==> src/rtl/arith_sat_pkg.sv <==
package arith_sat_pkg;
  localparam int FLG_W = 4;
  localparam int FLG_Z = 0;
  localparam int FLG_N = 1;
  localparam int FLG_V = 2;
  localparam int FLG_C = 3;

  typedef struct packed {
    logic c;
    logic v;
    logic n;
    logic z;
  } flags_t;
endpackage

==> src/rtl/addsub_core.sv <==
module addsub_core #(
  parameter int DW = 16
) (
  input  logic [DW-1:0] a_i,
  input  logic [DW-1:0] b_i,
  input  logic          sub_i,
  output logic [DW-1:0] sum_o,
  output logic          carry_o,
  output logic          ovf_o,
  output logic          neg_true_o
);
  localparam int MSB = DW - 1;

  logic [DW-1:0] b_eff;
  logic [DW:0]   wide;

  always_comb begin
    b_eff = sub_i ? ~b_i : b_i;
    wide  = {1'b0, a_i} + {1'b0, b_eff} + {{DW{1'b0}}, sub_i};
  end

  assign sum_o   = wide[DW-1:0];
  assign carry_o = wide[DW];
  // both effective operands share a sign that the sum lost
  assign ovf_o      = (a_i[MSB] == b_eff[MSB]) && (wide[MSB] != a_i[MSB]);
  assign neg_true_o = ovf_o ? a_i[MSB] : wide[MSB];
endmodule

==> src/rtl/sat_clamp.sv <==
module sat_clamp #(
  parameter int DW = 16
) (
  input  logic [DW-1:0] sum_i,
  input  logic          ovf_i,
  input  logic          neg_true_i,
  output logic [DW-1:0] sat_o
);
  localparam logic [DW-1:0] MAX_POS = {1'b0, {(DW-1){1'b1}}};
  localparam logic [DW-1:0] MIN_NEG = {1'b1, {(DW-1){1'b0}}};

  always_comb begin
    if (!ovf_i)          sat_o = sum_i;
    else if (neg_true_i) sat_o = MIN_NEG;
    else                 sat_o = MAX_POS;
  end

  always_comb begin
    a_r5_clamp_extreme: assert (!ovf_i || sat_o == MAX_POS || sat_o == MIN_NEG);
  end
endmodule

==> src/rtl/flag_reg.sv <==
module flag_reg
  import arith_sat_pkg::*;
#(
  parameter int DW = 16
) (
  input  logic             clk_i,
  input  logic             rst_ni,
  input  logic             upd_i,
  input  logic             latch_i,
  input  logic [DW-1:0]    basis_i,
  input  logic             ovf_i,
  input  logic             carry_i,
  input  logic             wr_i,
  input  logic [FLG_W-1:0] wdata_i,
  output logic [FLG_W-1:0] flags_o
);
  flags_t q, d;

  always_comb begin
    d = q;
    if (wr_i) begin
      d = flags_t'(wdata_i);
    end else if (upd_i) begin
      d.z = (basis_i == '0);
      d.n = basis_i[DW-1];
      d.c = carry_i;
      d.v = latch_i ? (q.v | ovf_i) : ovf_i;
    end
  end

  always_ff @(posedge clk_i or negedge rst_ni) begin
    if (!rst_ni) q <= '0;
    else         q <= d;
  end

  assign flags_o = q;

  a_r8_sticky_ovf: assert property (@(posedge clk_i) disable iff (!rst_ni)
    (q.v && latch_i && !wr_i) |=> q.v);
  a_r9_bus_write: assert property (@(posedge clk_i) disable iff (!rst_ni)
    wr_i |=> (flags_o == $past(wdata_i)));
  a_r4_ovf_follows: assert property (@(posedge clk_i) disable iff (!rst_ni)
    (upd_i && !latch_i && !wr_i) |=> (q.v == $past(ovf_i)));
endmodule

==> src/rtl/arith_sat_stage.sv <==
module arith_sat_stage
  import arith_sat_pkg::*;
#(
  parameter int DW        = 16,
  parameter int MW        = 8,
  parameter int SAT_BIT   = 3,
  parameter int LATCH_BIT = 2
) (
  input  logic             clk_i,
  input  logic             rst_ni,
  input  logic             op_valid_i,
  input  logic             op_sub_i,
  input  logic             dst_fb_i,
  input  logic [DW-1:0]    a_i,
  input  logic [DW-1:0]    b_i,
  input  logic [MW-1:0]    mode_i,
  input  logic             flag_wr_i,
  input  logic [FLG_W-1:0] flag_wdata_i,
  output logic [DW-1:0]    res_o,
  output logic [DW-1:0]    fb_o,
  output logic [FLG_W-1:0] flags_o
);
  localparam logic [DW-1:0] MAX_POS = {1'b0, {(DW-1){1'b1}}};
  localparam logic [DW-1:0] MIN_NEG = {1'b1, {(DW-1){1'b0}}};

  logic          sat_en, latch_en;
  logic [DW-1:0] sum, sat_val, basis;
  logic          carry, ovf, neg_true;
  logic [DW-1:0] res_q, fb_q;

  assign sat_en   = mode_i[SAT_BIT];
  assign latch_en = mode_i[LATCH_BIT];

  addsub_core #(.DW(DW)) u_core (
    .a_i(a_i), .b_i(b_i), .sub_i(op_sub_i),
    .sum_o(sum), .carry_o(carry), .ovf_o(ovf), .neg_true_o(neg_true)
  );

  sat_clamp #(.DW(DW)) u_sat (
    .sum_i(sum), .ovf_i(ovf), .neg_true_i(neg_true), .sat_o(sat_val)
  );

  // flags see the clamped value in saturation mode regardless of destination
  assign basis = sat_en ? sat_val : sum;

  flag_reg #(.DW(DW)) u_flags (
    .clk_i(clk_i), .rst_ni(rst_ni),
    .upd_i(op_valid_i), .latch_i(latch_en),
    .basis_i(basis), .ovf_i(ovf), .carry_i(carry),
    .wr_i(flag_wr_i), .wdata_i(flag_wdata_i),
    .flags_o(flags_o)
  );

  always_ff @(posedge clk_i or negedge rst_ni) begin
    if (!rst_ni) begin
      res_q <= '0;
      fb_q  <= '0;
    end else if (op_valid_i) begin
      if (dst_fb_i) fb_q  <= sum;
      else          res_q <= basis;
    end
  end

  assign res_o = res_q;
  assign fb_o  = fb_q;

  a_r5_sat_res: assert property (@(posedge clk_i) disable iff (!rst_ni)
    (op_valid_i && sat_en && !dst_fb_i && ovf) |=> (res_o == MAX_POS || res_o == MIN_NEG));
  a_r6_fb_wraps: assert property (@(posedge clk_i) disable iff (!rst_ni)
    (op_valid_i && dst_fb_i) |=> (fb_o == $past(sum)));
  a_r7_zero_flag: assert property (@(posedge clk_i) disable iff (!rst_ni)
    (op_valid_i && sat_en && !flag_wr_i) |=> (flags_o[FLG_Z] == ($past(sat_val) == '0)));
  a_r10_hold: assert property (@(posedge clk_i) disable iff (!rst_ni)
    (!op_valid_i && !flag_wr_i) |=> ($stable(res_o) && $stable(fb_o) && $stable(flags_o)));
  a_r2_other_kept: assert property (@(posedge clk_i) disable iff (!rst_ni)
    (op_valid_i && dst_fb_i) |=> $stable(res_o));
endmodule

==> config.mk <==
export PLATFORM = sky130hd
export DESIGN_NAME = arith_sat_stage
export DESIGN_NICKNAME = d
export VERILOG_FILES = /design/src/rtl/arith_sat_pkg.sv /design/src/rtl/addsub_core.sv /design/src/rtl/sat_clamp.sv /design/src/rtl/flag_reg.sv /design/src/rtl/arith_sat_stage.sv
export SDC_FILE = /design/constraint.sdc
export NUM_CORES = 1
export LEC_CHECK = 0
export BUFFER_PORTS_ARGS = -buffer_cell sky130_fd_sc_hd__clkbuf_2
export CELL_PAD_IN_SITES_DETAIL_PLACEMENT = 1
export CELL_PAD_IN_SITES_GLOBAL_PLACEMENT = 1
export CORE_UTILIZATION = 25
export CTS_CLUSTER_SIZE = 40
export DETAILED_ROUTE_END_ITERATION = 8
export PLACE_DENSITY_LB_ADDON = 0.1
export SETUP_SLACK_MARGIN = 0.15
export SLEW_MARGIN = 10
export SYNTH_ARGS = -nofsm -noshare
export SYNTH_HDL_FRONTEND = slang
export SYNTH_SLANG_ARGS = --single-unit
==> constraint.sdc <==
create_clock -name clk_i -period 2.1 [get_ports clk_i]
set_clock_uncertainty 0.05 [all_clocks]
set_input_delay 0 -clock clk_i [delete_from_list [all_inputs] [get_ports clk_i]]
set_output_delay 0 -clock clk_i [all_outputs]
set_load 0.02 [all_outputs]
# == Word level (Yosys, flattened, before mapping) ==
# Index checks and enable logic that the tools add are counted.
# totals
ff_bits,36
latchBits,0
ram_bits,0
rom_bits,0
inputBits,50
output_inout_bits,36
n_memories,0
# classes
n_addsub,2
multipliers,0
div,0
order_cmp,0
eq_ne,2
shift,0
muxes,8
bitwise_logic,3
n_reduce_logical,5
# op_table
operator,count
16-bit two-way mux,4
16-bit by 16-bit adder with 17-bit output,1
17-bit by 1-bit adder with 17-bit output,1
16-bit zero test,1
16-bit NOT,1
4-bit two-way mux,2
2-bit AND reduction,2
1-bit two-way mux,2
2-bit nonzero test,1
1-bit == test,1
1-bit logical AND,1
1-bit inequality test,1
1-bit NOT,1
1-bit OR,1

# == Depth between registers and ports, before layout ==
# Gate-level depths: netlist of run 1.
# logic_depth
word_depth,13
ltp_mapped,13
depth_no_buf,11

# == By module ==
# A second synthesis of run 1 with hierarchy kept.
# unflattened
hier_cells,279
hier_area_um2,2876.5
# by_module_without_submodules
mod,instances,cells_per_inst,area_each_um2
arith_sat_stage,1,87,1477.7
addsub_core,1,134,998.5
flag_reg,1,24,232.7
sat_clamp,1,34,167.7

# == Worst setup path after synthesis of run 1 ==
# No wires, ideal clock.
# synth_path
path_type,input-to-reg
start,input port op_sub_i
end,"register res_q[14], in the netlist res_o[14]"
setup_ns,0.077
arrival_time_ns,2.978
required_time_ns,1.973
path_slack_ns,-1.005
cell_stages,13
n_path_buf,3
path_cell_list,buf_6 > clkbuf_1 > xor2_1 > ha_1 > and2_1 > a221o_1 > a41oi_1 > a21oi_1 > o21ai_4 > mux2i_1 > clkbuf_1 > nand2_1 > a21oi_1
# synth_between
elab_chain_cells,9
word_cells_on_any_way,10
classes_between,add/sub (2); eq/ne (2); mux (5); reduce/logical (1)
# synth_lines
item,line_no,source
"start, declared",arith_sat_stage.sv:12,"input logic op_sub_i,"
16-bit two-way mux,addsub_core.sv:18,b_eff = sub_i ? ~b_i : b_i;
16-bit by 16-bit adder with 17-bit output,addsub_core.sv:19,"wide = {1'b0, a_i} + {1'b0, b_eff} + {{DW{1'b0}}, sub_i};"
17-bit by 1-bit adder with 17-bit output,addsub_core.sv:19,
1-bit inequality test,addsub_core.sv:25,assign ovf_o = (a_i[MSB] == b_eff[MSB]) && (wide[MSB] != a_i[MSB]);
1-bit logical AND,addsub_core.sv:25,
1-bit two-way mux,addsub_core.sv:26,assign neg_true_o = ovf_o ? a_i[MSB] : wide[MSB];
16-bit two-way mux,sat_clamp.sv:14,else if (neg_true_i) sat_o = MIN_NEG;
16-bit two-way mux,sat_clamp.sv:13,if (!ovf_i) sat_o = sum_i;
16-bit two-way mux *,arith_sat_stage.sv:44,assign basis = sat_en ? sat_val : sum;
"end signal, assigned",arith_sat_stage.sv:60,else res_q <= basis;
"end, declared",arith_sat_stage.sv:29,"logic [DW-1:0] res_q, fb_q;"
# Mark *: on every way between the ends. The rest lies on a longest branch, timed or not.
# A chain may end at the register's enable or synchronous reset.

# == Worst setup path in the final report of run 1 ==
# layout_path
start,input port op_sub_i
end,register u_flags.q (netlist bit u_flags.flags_o[0])
# layout_between
elab_chain_cells,12
word_cells_on_any_way,13
classes_between,add/sub (2); eq/ne (2); mux (7); reduce/logical (2)
# layout_lines
item,line_no,source
16-bit two-way mux,addsub_core.sv:18,
16-bit by 16-bit adder with 17-bit output,addsub_core.sv:19,
17-bit by 1-bit adder with 17-bit output,addsub_core.sv:19,
1-bit inequality test,addsub_core.sv:25,
1-bit logical AND,addsub_core.sv:25,
1-bit two-way mux,addsub_core.sv:26,
16-bit two-way mux,sat_clamp.sv:14,
16-bit two-way mux,sat_clamp.sv:13,
16-bit two-way mux *,arith_sat_stage.sv:44,
16-bit zero test *,flag_reg.sv:24,d.z = (basis_i == '0);
4-bit two-way mux *,flag_reg.sv:23,end else if (upd_i) begin
4-bit two-way mux *,flag_reg.sv:21,if (wr_i) begin
"end signal, assigned",flag_reg.sv:32,if (!rst_ni) q <= '0;
"end signal, assigned",flag_reg.sv:33,else q <= d;
"end, declared",flag_reg.sv:17,"flags_t q, d;"
# Mark *: on every way between the ends. The rest lies on a longest branch, timed or not. The select of a mux whose other input is x is not followed.

==> results of run 1 <==
==> timing repair <==
item	CTS	global route
gates cloned	2	0
pin swaps	22	18
setup buffers	9	3
hold buffers	7	0
gates resized for setup	51	36
setup endpoints to repair	29	29
endpoints found under the hold margin	40	0
==> power groups by stage <==
stage               Clock, uW  Combinational [uW]  Sequential [uW]
floorplan                   0                 668             1270
global route              665                2140             1050
detailed placement          0                1610             1040
CTS                       632                1830             1030
finish                    608                1970             1020
global placement            0                1600             1040
==> worst max-delay path, cell delays in order <==
cell	delay [ns]
clkbuf_16	0.14
xor2_1	0.16
ha_1	0.34
nor2b_4	0.14
o31a_1	0.26
buf_6	0.14
o21a_1	0.17
nor2_2	0.12
xnor2_1	0.11
or4_1	0.47
or4_1	0.40
o21ai_1	0.13
==> per-stage QoR <==
stage          area, sq um  worst slack, ns  hold slack [ns]  std cells  power (uW)
6_report              4080           -0.318           0.0184        544        3600
5_1_grt               4080           -0.446           0.0544        544        3850
4_1_cts               3890           -0.290           0.0179        541        3490
3_5_place_dp          3440           -0.734            0.135        515        2650
3_3_place_gp          3440           -0.682            0.143        515        2640
2_1_floorplan         2540           -0.555           -0.346        262        1940
==> registers in the layout, indices dropped and copies added, names as in the netlist <==
register and flops:
res_o 16, fb_o 16, u_flags.flags_o 4
==> how the worst max path moves through the flow <==
stage               startpoint                  to  slack (ns)
floorplan             op_sub_i  u_flags.flags_o[0]       -0.55
global placement      op_sub_i  u_flags.flags_o[0]       -0.68
detailed placement    op_sub_i  u_flags.flags_o[0]       -0.73
CTS                   op_sub_i  u_flags.flags_o[0]       -0.29
global route          op_sub_i  u_flags.flags_o[0]       -0.45
finish                op_sub_i  u_flags.flags_o[0]       -0.32
==> cell families after synthesis <==
group | synth area share (%)
flip-flops | 36.6
AND/OR/NAND/NOR | 15.4
buffers and inverters | 2.75
adder cells (fa/ha/maj) | 8.95
multiplexers | 8.09
AO/OA/AOI/OAI | 18.3
XOR/XNOR | 9.97
==> layout make-up <==
type | instances | area, sq um | area share, %
multi-input cells | 210 | 1810 | 44.4
repair buffers | 154 | 1070 | 26.2
flip-flops and latches | 36 | 901 | 22.1
well taps | 129 | 161 | 3.95
clock buffers | 5 | 68.8 | 1.69
clock inverters | 3 | 42.5 | 1.04
inverters | 7 | 26.3 | 0.644
==> cells in the final DEF (no fill, tap or decap), types with 3 or more instances in the layout <==
cell type      netlist  layout
nand2_2              0       4
a21oi_2              1      14
xnor2_1             10       4
ha_1                16      13
o21ai_0             14       6
ha_2                 0       3
nand3_1              3       3
nand2_4              0       8
xnor2_2              0       6
a21o_1               5       5
clkbuf_8             0       5
dfrtp_1             36      36
clkbuf_2             0      78
nor2_1              27      24
xor2_1              18      16
buf_4                0      56
mux2_2              15      14
nand2b_1             5       4
dlygate4sd3_1        0       7
o21ai_1              1       8
nand2_1             27      15
inv_1                7       6
o21a_1               3       3
a21oi_1             21       7
buf_6                1       8
==> metal layers <==
metal	global-route usage (%)	up-vias	share of wire, %
met4	4.01	0	0.89
li1	-	1237	-
met5	0	-	0
met1	20.6	1194	45
met3	1.52	4	2.9
met2	28.2	50	51
==> metrics.md, run 1 <==
| Metric | Value |
|---|---|
| Pwr dens | `~900 mW/mm^2` |
| Syn nets | `329` |
| Ports | `86` |
| R2R Setup Slk | `~1.2 ns` |
| Die width | `approximately 100 um` |
| Setup TNS | `-4.95 ns` |
| Hold Path Stages | `3` |
| Syn Std Cell Area | `~0.0025 sq mm` |
| Post-DP HPWL | `6160 um` |
| Drt total wl | `about 8000 um` |
| Gate Count Post-Synth | `about 260` |
| Ys Warns | `0` |
| Die area | `between 0.01 and 0.015 sq mm` |
| IO buf count | `79` |
| First-pass GRT wire length | `between 10000 and 15000 um` |
| Static Leak | `a little under 0.002 uW` |
| Clk buf depth | `2` |
| Via Count | `2485` |
| Layout filler cell count | `roughly 1100` |
| Final antenna-violating net count | `0` |
| Clk pwr share | `~17%` |
| Fin. max-slew vios | `0` |
| Syn Area/Cell | `between 9 and 10 sq um` |
| CTS sink cnt | `36` |
| Sequential share of power | `approximately 28%` |
| Post-synth top area share | `36.6%` |
| P_int | `2190 uW` |
| Rel. slew slack | `38.4%` |
| Layout cells sized above 1 | `a little under three fifths` |
| Largest cells by area after synthesis | `dfrtp_1 37%, ha_1 8.1%, mux2_2 6.9%` |
| Least-Margin Pin Slew | `~0.9 ns` |
| Cell variety after synth | `50` |
| 1st-pass router iterations | `4` |
| Final Wtd Congestion | `~0.74` |
| Initial Utilization | `26.2%` |
| Kind of critical path | `input port to flip-flop` |
| Synth Register Bits | `36` |
| CP Capture Type | `flip-flop` |
| Ys flop type | `dfrtp_1` |
| DRC | `0` |
| Comb pwr share | `54.7%` |
| Asr flop ratio synth | `between 90% and 100%` |
| Diode count | `0` |
| Min-Delay Endpoint | `u_flags.flags_o[1]` |
| Post-synthesis sequential area ratio | `36.6%` |
| Nets@finish | `approximately 480` |
| Initial antenna violation count | `0` |
| Tot GR Track Use | `between 10% and 20%` |
| Core area | `between 0.009 and 0.01 sq mm` |
| Worst Path Arrival | `2.58 ns` |
| Worst skew pair latency | `a little under 0.3 ns` |
| Final min period | `2.42 ns` |
| Initial drt markers | `52` |
| Clock-pin slew on the worst setup and hold paths | `0.08 ns` |
| Rows | `35` |
| R2R depth | `2` |
| Hold wc startpoint | `flag_wr_i` |
| Largest net degree at the start of global routing | `37` |
| Cell taking the most area after synthesis | `dfrtp_1` |
| Layout Utilization | `between 40% and 50%` |
| Congestion Overflow GR | `0` |
| Root Buffer | `clkbuf_8` |
| Vias per inst | `about 4.6` |
| Peak Freq | `about 0.41 GHz` |
| Switching Share | `39.0%` |
| Psw | `around 1400 uW` |
| Final Cycle Share | `115%` |
| Final worst setup slack | `-0.318 ns` |
| Vias in the first global route | `between 2000 and 3000` |
| Final Hold Fails | `0` |
| Worst vdd ir | `~0.00030 V` |
| Worst reg2reg startpoint | `u_flags.flags_o[0]` |
| Worst Path Required | `2.26 ns` |
| Status | `complete, but fails checks` |
| Crit-path max FO | `7` |
| Wire per inst | `14.7 um` |
| Hold Path Class | `input port to flip-flop` |
| P&R area growth vs syn | `65.9%` |
| Max_cap viols | `0` |
| Reg2reg end | `u_flags.flags_o[0]` |
| RSZ-0062 raised after global routing | `true` |
| Setup violators final | `24` |
| TritonCTS clock tree | `done` |
| Top cells by count, synth | `36 x dfrtp_1, 27 x nand2_1, 27 x nor2_1, 21 x a21oi_1, 18 x xor2_1` |
| H-tree levels | `2` |
| Most common cell in the netlist | `dfrtp_1` |
| Number of synthesized flops with an enable pin | `0` |
| Startpoint types | `input port` |
| Die extent in y | `about 100 um` |
| CTS buffer count | `5` |
| Failing checks | `negative setup slack` |
Power figures use the tool's default switching activity.
==> inputs of run 2 (changes only) <==
--- a/config.mk
+++ b/config.mk
@@ -13,5 +13,5 @@
 export DETAILED_ROUTE_END_ITERATION = 8
 export PLACE_DENSITY_LB_ADDON = 0.1
-export SETUP_SLACK_MARGIN = 0.15
+export SETUP_SLACK_MARGIN = 0.2
 export SLEW_MARGIN = 10
 export SYNTH_ARGS = -nofsm -noshare
==> constraint.sdc (replaced) <==
create_clock -name clk_i -period 2.1 [get_ports clk_i]
set_clock_uncertainty 0.05 [all_clocks]
set_input_delay 0.105 -clock clk_i [delete_from_list [all_inputs] [get_ports clk_i]]
set_output_delay 0.105 -clock clk_i [all_outputs]
set_load 0.02 [all_outputs]
==> run 2 against run 1 <==
- the flow still finishes with violations (negative setup slack)
- combinational power increased by 3%
- critical path depth down 1
- non-clock buffer count up 7
- clock power decreased by 21%
- via count decreased by 0.32%
- utilization grew 1.0 points
- cell count rose by 1.1%
- worst hold slack worse by 0.0077 ns
- die area stayed put
- global-route usage is 0.93 points higher
- sequential share of layout area decreased by 0.50 points
- critical path type unchanged
- largest cell class unchanged
- largest power group unchanged
==> metrics.md, run 2 (same netlist as run 1, synthesis figures left out) <==
| Metric | Value |
|---|---|
| Status | `complete, but fails checks (unchanged)` |
| Failing checks | `negative setup slack (unchanged)` |
| IO buf count | `79 (unchanged)` |
| Final antenna-violating net count | `0 (unchanged)` |
| Peak Freq | `0.399 GHz (was 0.414 GHz)` |
| Least-Margin Pin Slew | `0.927 ns (was 0.924 ns)` |
| Setup violators final | `26 (was 24)` |
| Die area | `0.0102 sq mm (unchanged)` |
| Drt total wl | `8090 um (was 7990 um)` |
| Worst Path Required | `2.27 ns (was 2.26 ns)` |
| Commonest cells after routing, fill and taps aside | `78 x clkbuf_2, 58 x buf_4, 36 x dfrtp_1, 22 x nor2_1, 16 x buf_6 (was 78 x clkbuf_2, 56 x buf_4, 36 x dfrtp_1, 24 x nor2_1, 16 x xor2_1)` |
| Die extent in y | `101 um (unchanged)` |
| Max_cap viols | `0 (unchanged)` |
| Initial drt markers | `63 (was 52)` |
| Vias per inst | `4.50 (was 4.57)` |
| Tot GR Track Use | `16.8% (was 15.9%)` |
| TritonCTS clock tree | `done (unchanged)` |
| Static Leak | `0.00202 uW (was 0.00197 uW)` |
| Die width | `101 um (unchanged)` |
| P&R area growth vs syn | `69.7% (was 65.9%)` |
| Final min period | `2.51 ns (was 2.42 ns)` |
| Tot Pwr | `3530 uW (was 3600 uW)` |
| Final Hold Fails | `0 (unchanged)` |
| CTS buffer count | `5 (unchanged)` |
| Rows | `35 (unchanged)` |
| CTS sink cnt | `36 (unchanged)` |
| Hold Path Class | `input port to flip-flop (unchanged)` |
| Layout cells sized above 1 | `59.4% (was 55.4%)` |
| Fin area | `0.00418 sq mm (was 0.00408 sq mm)` |
| H-tree levels | `2 (unchanged)` |
| Worst vdd ir | `0.000264 V (was 0.000298 V)` |
| Wire per inst | `14.7 um (about the same)` |
| Post-DP HPWL | `6250 um (was 6160 um)` |
| Layout Utilization | `44.6% (was 43.6%)` |
| Startpoint types | `input port (unchanged)` |
| First-pass GRT wire length | `13200 um (was 12700 um)` |
| Diode count | `0 (unchanged)` |
| Ports | `86 (unchanged)` |
| Clock-pin slew on the worst setup and hold paths | `0.07 ns (was 0.08 ns)` |
| Root Buffer | `clkbuf_8 (unchanged)` |
| Final worst setup slack | `-0.408 ns (was -0.318 ns)` |
| Placed inst area | `0.00346 sq mm (was 0.00344 sq mm)` |
| Congestion Overflow GR | `0 (unchanged)` |
| Nets@finish | `488 (was 481)` |
| Largest net degree at the start of global routing | `37 (unchanged)` |
| Vias in the first global route | `2662 (was 2614)` |
| Commonest non-fill, non-tap cell in the layout | `clkbuf_2 (unchanged)` |
| Final Wtd Congestion | `0.747 (was 0.744)` |
| DRC | `0 (unchanged)` |
| R2R depth | `2 (unchanged)` |
| Initial antenna violation count | `0 (unchanged)` |
| Via Count | `2477 (was 2485)` |
| Final Cycle Share | `119% (was 115%)` |
| Crit-path max FO | `6 (was 7)` |
| Core area | `0.00937 sq mm (unchanged)` |
| 1st-pass router iterations | `4 (unchanged)` |
| Fin. max-slew vios | `0 (unchanged)` |
| Hold Path Stages | `3 (unchanged)` |
| Hold WS | `0.0107 ns (was 0.0184 ns)` |
| Initial Utilization | `26.2% (unchanged)` |
| Clk buf depth | `2 (unchanged)` |
| RSZ-0062 raised after global routing | `true (unchanged)` |
| Rel. slew slack | `38.2% (was 38.4%)` |
| CP Capture Type | `flip-flop (unchanged)` |
| Kind of critical path | `input port to flip-flop (unchanged)` |
| Pwr dens | `845 mW/mm^2 (was 881 mW/mm^2)` |
| Worst Path Arrival | `2.68 ns (was 2.58 ns)` |
| Worst skew pair latency | `0.29 ns (about the same)` |
[run 2: critical path: stages]
cell       delay, ns
clkbuf_16       0.14
buf_12          0.13
xor2_1          0.15
ha_1            0.35
o21a_1          0.14
o31a_1          0.15
a21oi_1         0.07
or4bb_1         0.51
or4_1           0.39
or4_1           0.41
o21ai_1         0.12
[run 2: routing by layer]
metal | track usage, % | wire length [um] | vias up
li1 | - | - | 1243
met1 | 21.5 | 3640 | 1176
met2 | 29.6 | 4080 | 52
met3 | 2.28 | 273 | 6
met4 | 4.68 | 98 | 0
met5 | 0 | 0 | -
[run 2: cell type report]
cell class / instances / area [sq um]
clock buffers: 6 / 72.6
clock inverters: 1 / 5.00
fillers: 1123 / 5200
inverters: 7 / 26.3
multi-input cells: 210 / 1830
flip-flops and latches: 36 / 901
well taps: 129 / 161
repair buffers: 161 / 1180
[run 2: repair_timing]
item	CTS	global route
hold buffers	3	0
endpoints found under the hold margin	38	0
cloned	3	0
endpoints found under the setup margin	31	31
pin swaps	23	19
gates resized for setup	71	33
buffers inserted	13	7
[run 2: path summary, 6_finish.rpt]
check                      slack (ns)          startpoint            endpoint
max in group asynchronous        0.98              rst_ni            fb_o[11]
hold / removal                   0.01     flag_wdata_i[1]  u_flags.flags_o[1]
hold reg to reg                  0.45             fb_o[1]             fb_o[1]
setup / recovery                -0.41            op_sub_i  u_flags.flags_o[0]
setup reg to reg                 1.17  u_flags.flags_o[0]  u_flags.flags_o[0]
min in group asynchronous        0.44              rst_ni           res_o[15]
[run 2: through the flow]
step | setup TNS (ns) | setup WS, ns | std cells
floorplan | -11.40 | -0.660 | 262
global placement | -17.31 | -0.798 | 517
detailed placement | -19.35 | -0.856 | 517
CTS | -7.57 | -0.445 | 543
global route | -10.73 | -0.552 | 550
finish | -7.50 | -0.408 | 550
[run 2: where the power goes]
part | switching [uW] | internal (uW)
combinational | 1030 | 995
clock | 255 | 226
sequential | 122 | 898
total | 1410 | 2120
==> inputs of run 3 (changes only) <==
Settings changed: CORE_UTILIZATION 25 to 40.
==> run 3 against run 2 <==
- the flow now stops in 5_1_grt
- synthesized cell count is the same
- synthesized area is the same
==> metrics.md, run 3 <==
| Metric | Value |
|---|---|
| Post-synthesis sequential area ratio | `36.6% (unchanged)` |
| Most common cell in the netlist | `dfrtp_1 (unchanged)` |
| Post-GRT worst EP | `res_o[10]$_DFFE_PN0P_/D` |
| Ys Warns | `0 (unchanged)` |
| Clk buf depth | `2 (unchanged)` |
| Ys flop type | `dfrtp_1 (unchanged)` |
| Rows | `28 (was 35)` |
| Top cells by count, synth | `36 x dfrtp_1, 27 x nand2_1, 27 x nor2_1, 21 x a21oi_1, 18 x xor2_1 (unchanged)` |
| H-tree levels | `2 (unchanged)` |
| Post-synth top area share | `36.6% (unchanged)` |
| Syn nets | `329 (unchanged)` |
| Gate Count Post-Synth | `262 (unchanged)` |
| Ports | `86 (unchanged)` |
| Status | `stopped before the end (was complete, but fails checks)` |
| Post-DP HPWL | `5910 um (was 6250 um)` |
| Die width | `80.4 um (was 101 um)` |
| Largest net degree at the start of global routing | `37` |
| Syn Std Cell Area | `0.00246 sq mm (unchanged)` |
| Root Buffer | `clkbuf_8 (unchanged)` |
| Error msg | `[ERROR DPL-0033] detailed placement checks failed during check placement.` |
| Die extent in y | `80.4 um (was 101 um)` |
| Initial antenna violation count | `0` |
| Cell taking the most area after synthesis | `dfrtp_1 (unchanged)` |
| Largest cells by area after synthesis | `dfrtp_1 37%, ha_1 8.1%, mux2_2 6.9% (unchanged)` |
| Syn Area/Cell | `9.39 sq um (unchanged)` |
| Synth Register Bits | `36 (unchanged)` |
| Cell variety after synth | `50 (unchanged)` |
| Asr flop ratio synth | `100% (unchanged)` |
| Initial Utilization | `41.5% (was 26.2%)` |
| Number of synthesized flops with an enable pin | `0 (unchanged)` |
| Final Wtd Congestion | `0.840 (was 0.747)` |
| Worst EP kind | `sequential cell input` |
| CTS sink cnt | `36 (unchanged)` |
| Placed inst area | `0.00338 sq mm (was 0.00346 sq mm)` |
| IO buf count | `79 (unchanged)` |
| Stopped at | `5_1_grt` |
| CTS buffer count | `5 (unchanged)` |
## run 3: cell counts after synthesis
No cell type changed its count.
## run 3: per-stage QoR
step / utilization (%) / setup TNS (ns) / setup slack (ns) / std cells
after global placement: 57.2 / -16.77 / -0.709 / 463
after detailed placement: 57.2 / -18.79 / -0.855 / 463
after CTS: 68.2 / -7.98 / -0.441 / 491
after floorplan: - / -11.40 / -0.660 / 262
## run 3: timing repair
item	in CTS
pin swaps	42
hold endpoints to repair	38
resized for setup	89
buffers inserted	17
setup endpoints to repair	30
hold buffers	3
cloned	1
## run 3: cell families after synthesis
group,share of synthesized area (%)
buffers and inverters,2.75
AND/OR/NAND/NOR,15.4
XOR/XNOR,9.97
flip-flops,36.6
multiplexers,8.09
adder cells (fa/ha/maj),8.95
AO/OA/AOI/OAI,18.3
==> inputs of run 4 (changes only) <==
Settings changed: CELL_PAD_IN_SITES_DETAIL_PLACEMENT 1 to unset, CELL_PAD_IN_SITES_GLOBAL_PLACEMENT 1 to unset, CORE_UTILIZATION 40 to 35, CTS_CLUSTER_SIZE 40 to unset, PLACE_DENSITY_LB_ADDON 0.1 to 0.15, SETUP_SLACK_MARGIN 0.2 to unset.
==> run 4 against run 3 <==
- the flow now finishes, with violations (negative setup slack)
==> metrics.md, run 4 (same netlist as run 1, synthesis figures left out) <==
| Metric | Value |
|---|---|
| Worst vdd ir | `0.000266 V` |
| CTS buffer count | `5 (unchanged)` |
| Fin. max-slew vios | `0` |
| DRC | `0` |
| P&R area growth vs syn | `62.5%` |
| Largest net degree at the start of global routing | `37` |
| TritonCTS clock tree | `done` |
| Vias per inst | `4.77` |
| Root Buffer | `clkbuf_8 (unchanged)` |
| Drt total wl | `about 6800 um` |
| CP delay by family, top | `compound AO/OA/AOI/OAI gates` |
| CTS sink cnt | `36 (unchanged)` |
| Post-DP HPWL | `5220 um (was 5910 um)` |
| Rel. slew slack | `approximately 40%` |
| Worst skew pair latency | `roughly 0.28 ns` |
| CP Buf/Inv Count | `4` |
| Diode count | `0` |
| Final min period | `2.47 ns` |
| Max_cap viols | `0` |
| Pwr dens | `861 mW/mm^2` |
| Tot Pwr | `about 3400 uW` |
| Initial Utilization | `36.2% (was 41.5%)` |
| Slowest cell on the critical path | `a221o_1` |
| Initial antenna violation count | `0` |
| Congestion Overflow GR | `0` |
| Least-Margin Pin Slew | `roughly 0.9 ns` |
| Vias in the first global route | `~2400` |
| Startpoint types | `input port` |
| CP Capture Type | `flip-flop` |
| Clock-pin slew on the worst setup and hold paths | `about 0.070 ns` |
| Commonest non-fill, non-tap cell in the layout | `clkbuf_2` |
| Final Wtd Congestion | `0.807 (was 0.840)` |
| Commonest cells after routing, fill and taps aside | `78 x clkbuf_2, 60 x buf_4, 36 x dfrtp_1, 24 x nor2_1` |
| Cell-by-cell trace of the critical path | `clkbuf_16, buf_12, xor2_1, ha_1, and2_4, a221o_1, a41oi_2, a21oi_2, o21ai_4, buf_6, mux2i_4, buf_6, nand2_4, a21oi_2` |
| Ports | `86 (unchanged)` |
| Worst Path Arrival | `about 2.6 ns` |
| Layout cells sized above 1 | `56.6%` |
| Static Leak | `0.00195 uW` |
| Final Hold Fails | `0` |
| Clk buf depth | `2 (unchanged)` |
| Kind of critical path | `input port to flip-flop` |
| Crit-path max FO | `6` |
| Wire per inst | `between 10 and 15 um` |
| Die width | `85.8 um (was 80.4 um)` |
| Slowest stage delay, CP | `0.35 ns` |
| Via Count | `approximately 2400` |
| Die extent in y | `85.8 um (was 80.4 um)` |
| Peak Freq | `~0.40 GHz` |
| Pre-CTS WS | `-0.777 ns (was -0.855 ns)` |
| Final Cycle Share | `118%` |
| Final worst setup slack | `-0.374 ns` |
| Rows | `30 (was 28)` |
| Tot GR Track Use | `18.9%` |
| Setup violators final | `25` |
| H-tree levels | `2 (unchanged)` |
| Final antenna-violating net count | `0` |
| Initial drt markers | `45` |
| Failing checks | `negative setup slack` |
| Hold Path Class | `input port to flip-flop` |
| Nets@finish | `around 480` |
| Status | `complete, but fails checks (was stopped before the end)` |
| IO buf count | `79 (unchanged)` |
| Core area | `0.00679 sq mm` |
| First-pass GRT wire length | `about 11000 um` |
| 1st-pass router iterations | `4` |
| Worst Path Required | `around 2.3 ns` |
| RSZ-0062 raised after global routing | `true` |
| Die area | `0.00737 sq mm` |
-- run 4: report_power, final --
group | switching, uW | total (uW) | internal [uW]
registers | 112 | 1010 | 898
clock network | 238 | 530 | 292
logic | 993 | 1900 | 909
total | 1340 | 3440 | 2100
-- run 4: per-stage QoR --
stage / cell area, sq um / hold WS (ns) / utilization [%] / instances / TNS (ns)
floorplan: 2540 / -0.241 / - / 262 / -11.40
finish: 4000 / 0.0222 / 58.8 / 511 / -6.29
global route: 4000 / 0.0195 / 58.8 / 511 / -9.61
CTS: 3700 / 0.0234 / 54.5 / 504 / -5.52
global placement: 3430 / 0.228 / 50.4 / 486 / -17.38
detailed placement: 3430 / 0.238 / 50.4 / 486 / -18.30
-- run 4: what timing repair did --
item,in CTS,in global routing
pin swaps,20,31
endpoints found under the setup margin,28,28
cloned,1,1
buffers inserted,8,6
gates resized for setup,33,52
hold endpoints to repair,38,0
hold buffers,3,0
-- run 4: routing by layer --
metal | up-vias | wire, um | GRT usage, %
li1 | 1227 | - | -
met1 | 1163 | 3090 | 25.8
met2 | 48 | 3570 | 31.5
met3 | 2 | 170 | 2.69
met4 | 0 | 9 | 5.15
met5 | - | 0 | 0
-- run 4: tightest hold or removal path, stage by stage --
cell      delay (ns)
clkbuf_2        0.08
a22oi_1         0.07
o21ai_1         0.07
-- run 4: final cells by class --
type                            count  area, sq um
Timing Repair Buffer              155         1060
Fill cell                         618         2800
Sequential cell                    36          901
Inverter                            7         26.3
Tap cell                           96          120
Multi-Input combinational cell    210         1790
Clock buffer                        7         96.3
-- run 4: path summary, 6_finish.rpt --
kind / start / endpoint / slack (ns) / cells past startpoint
max in group asynchronous: rst_ni / fb_o[6] / 1.00 / 2
min in group asynchronous: rst_ni / res_o[15] / 0.43 / 2
max: op_sub_i / res_o[14] / -0.37 / 14
min: flag_wdata_i[1] / u_flags.flags_o[1] / 0.02 / 3
min reg2reg: res_o[15] / res_o[15] / 0.46 / 2
max reg2reg: u_flags.flags_o[0] / u_flags.flags_o[0] / 1.21 / 2
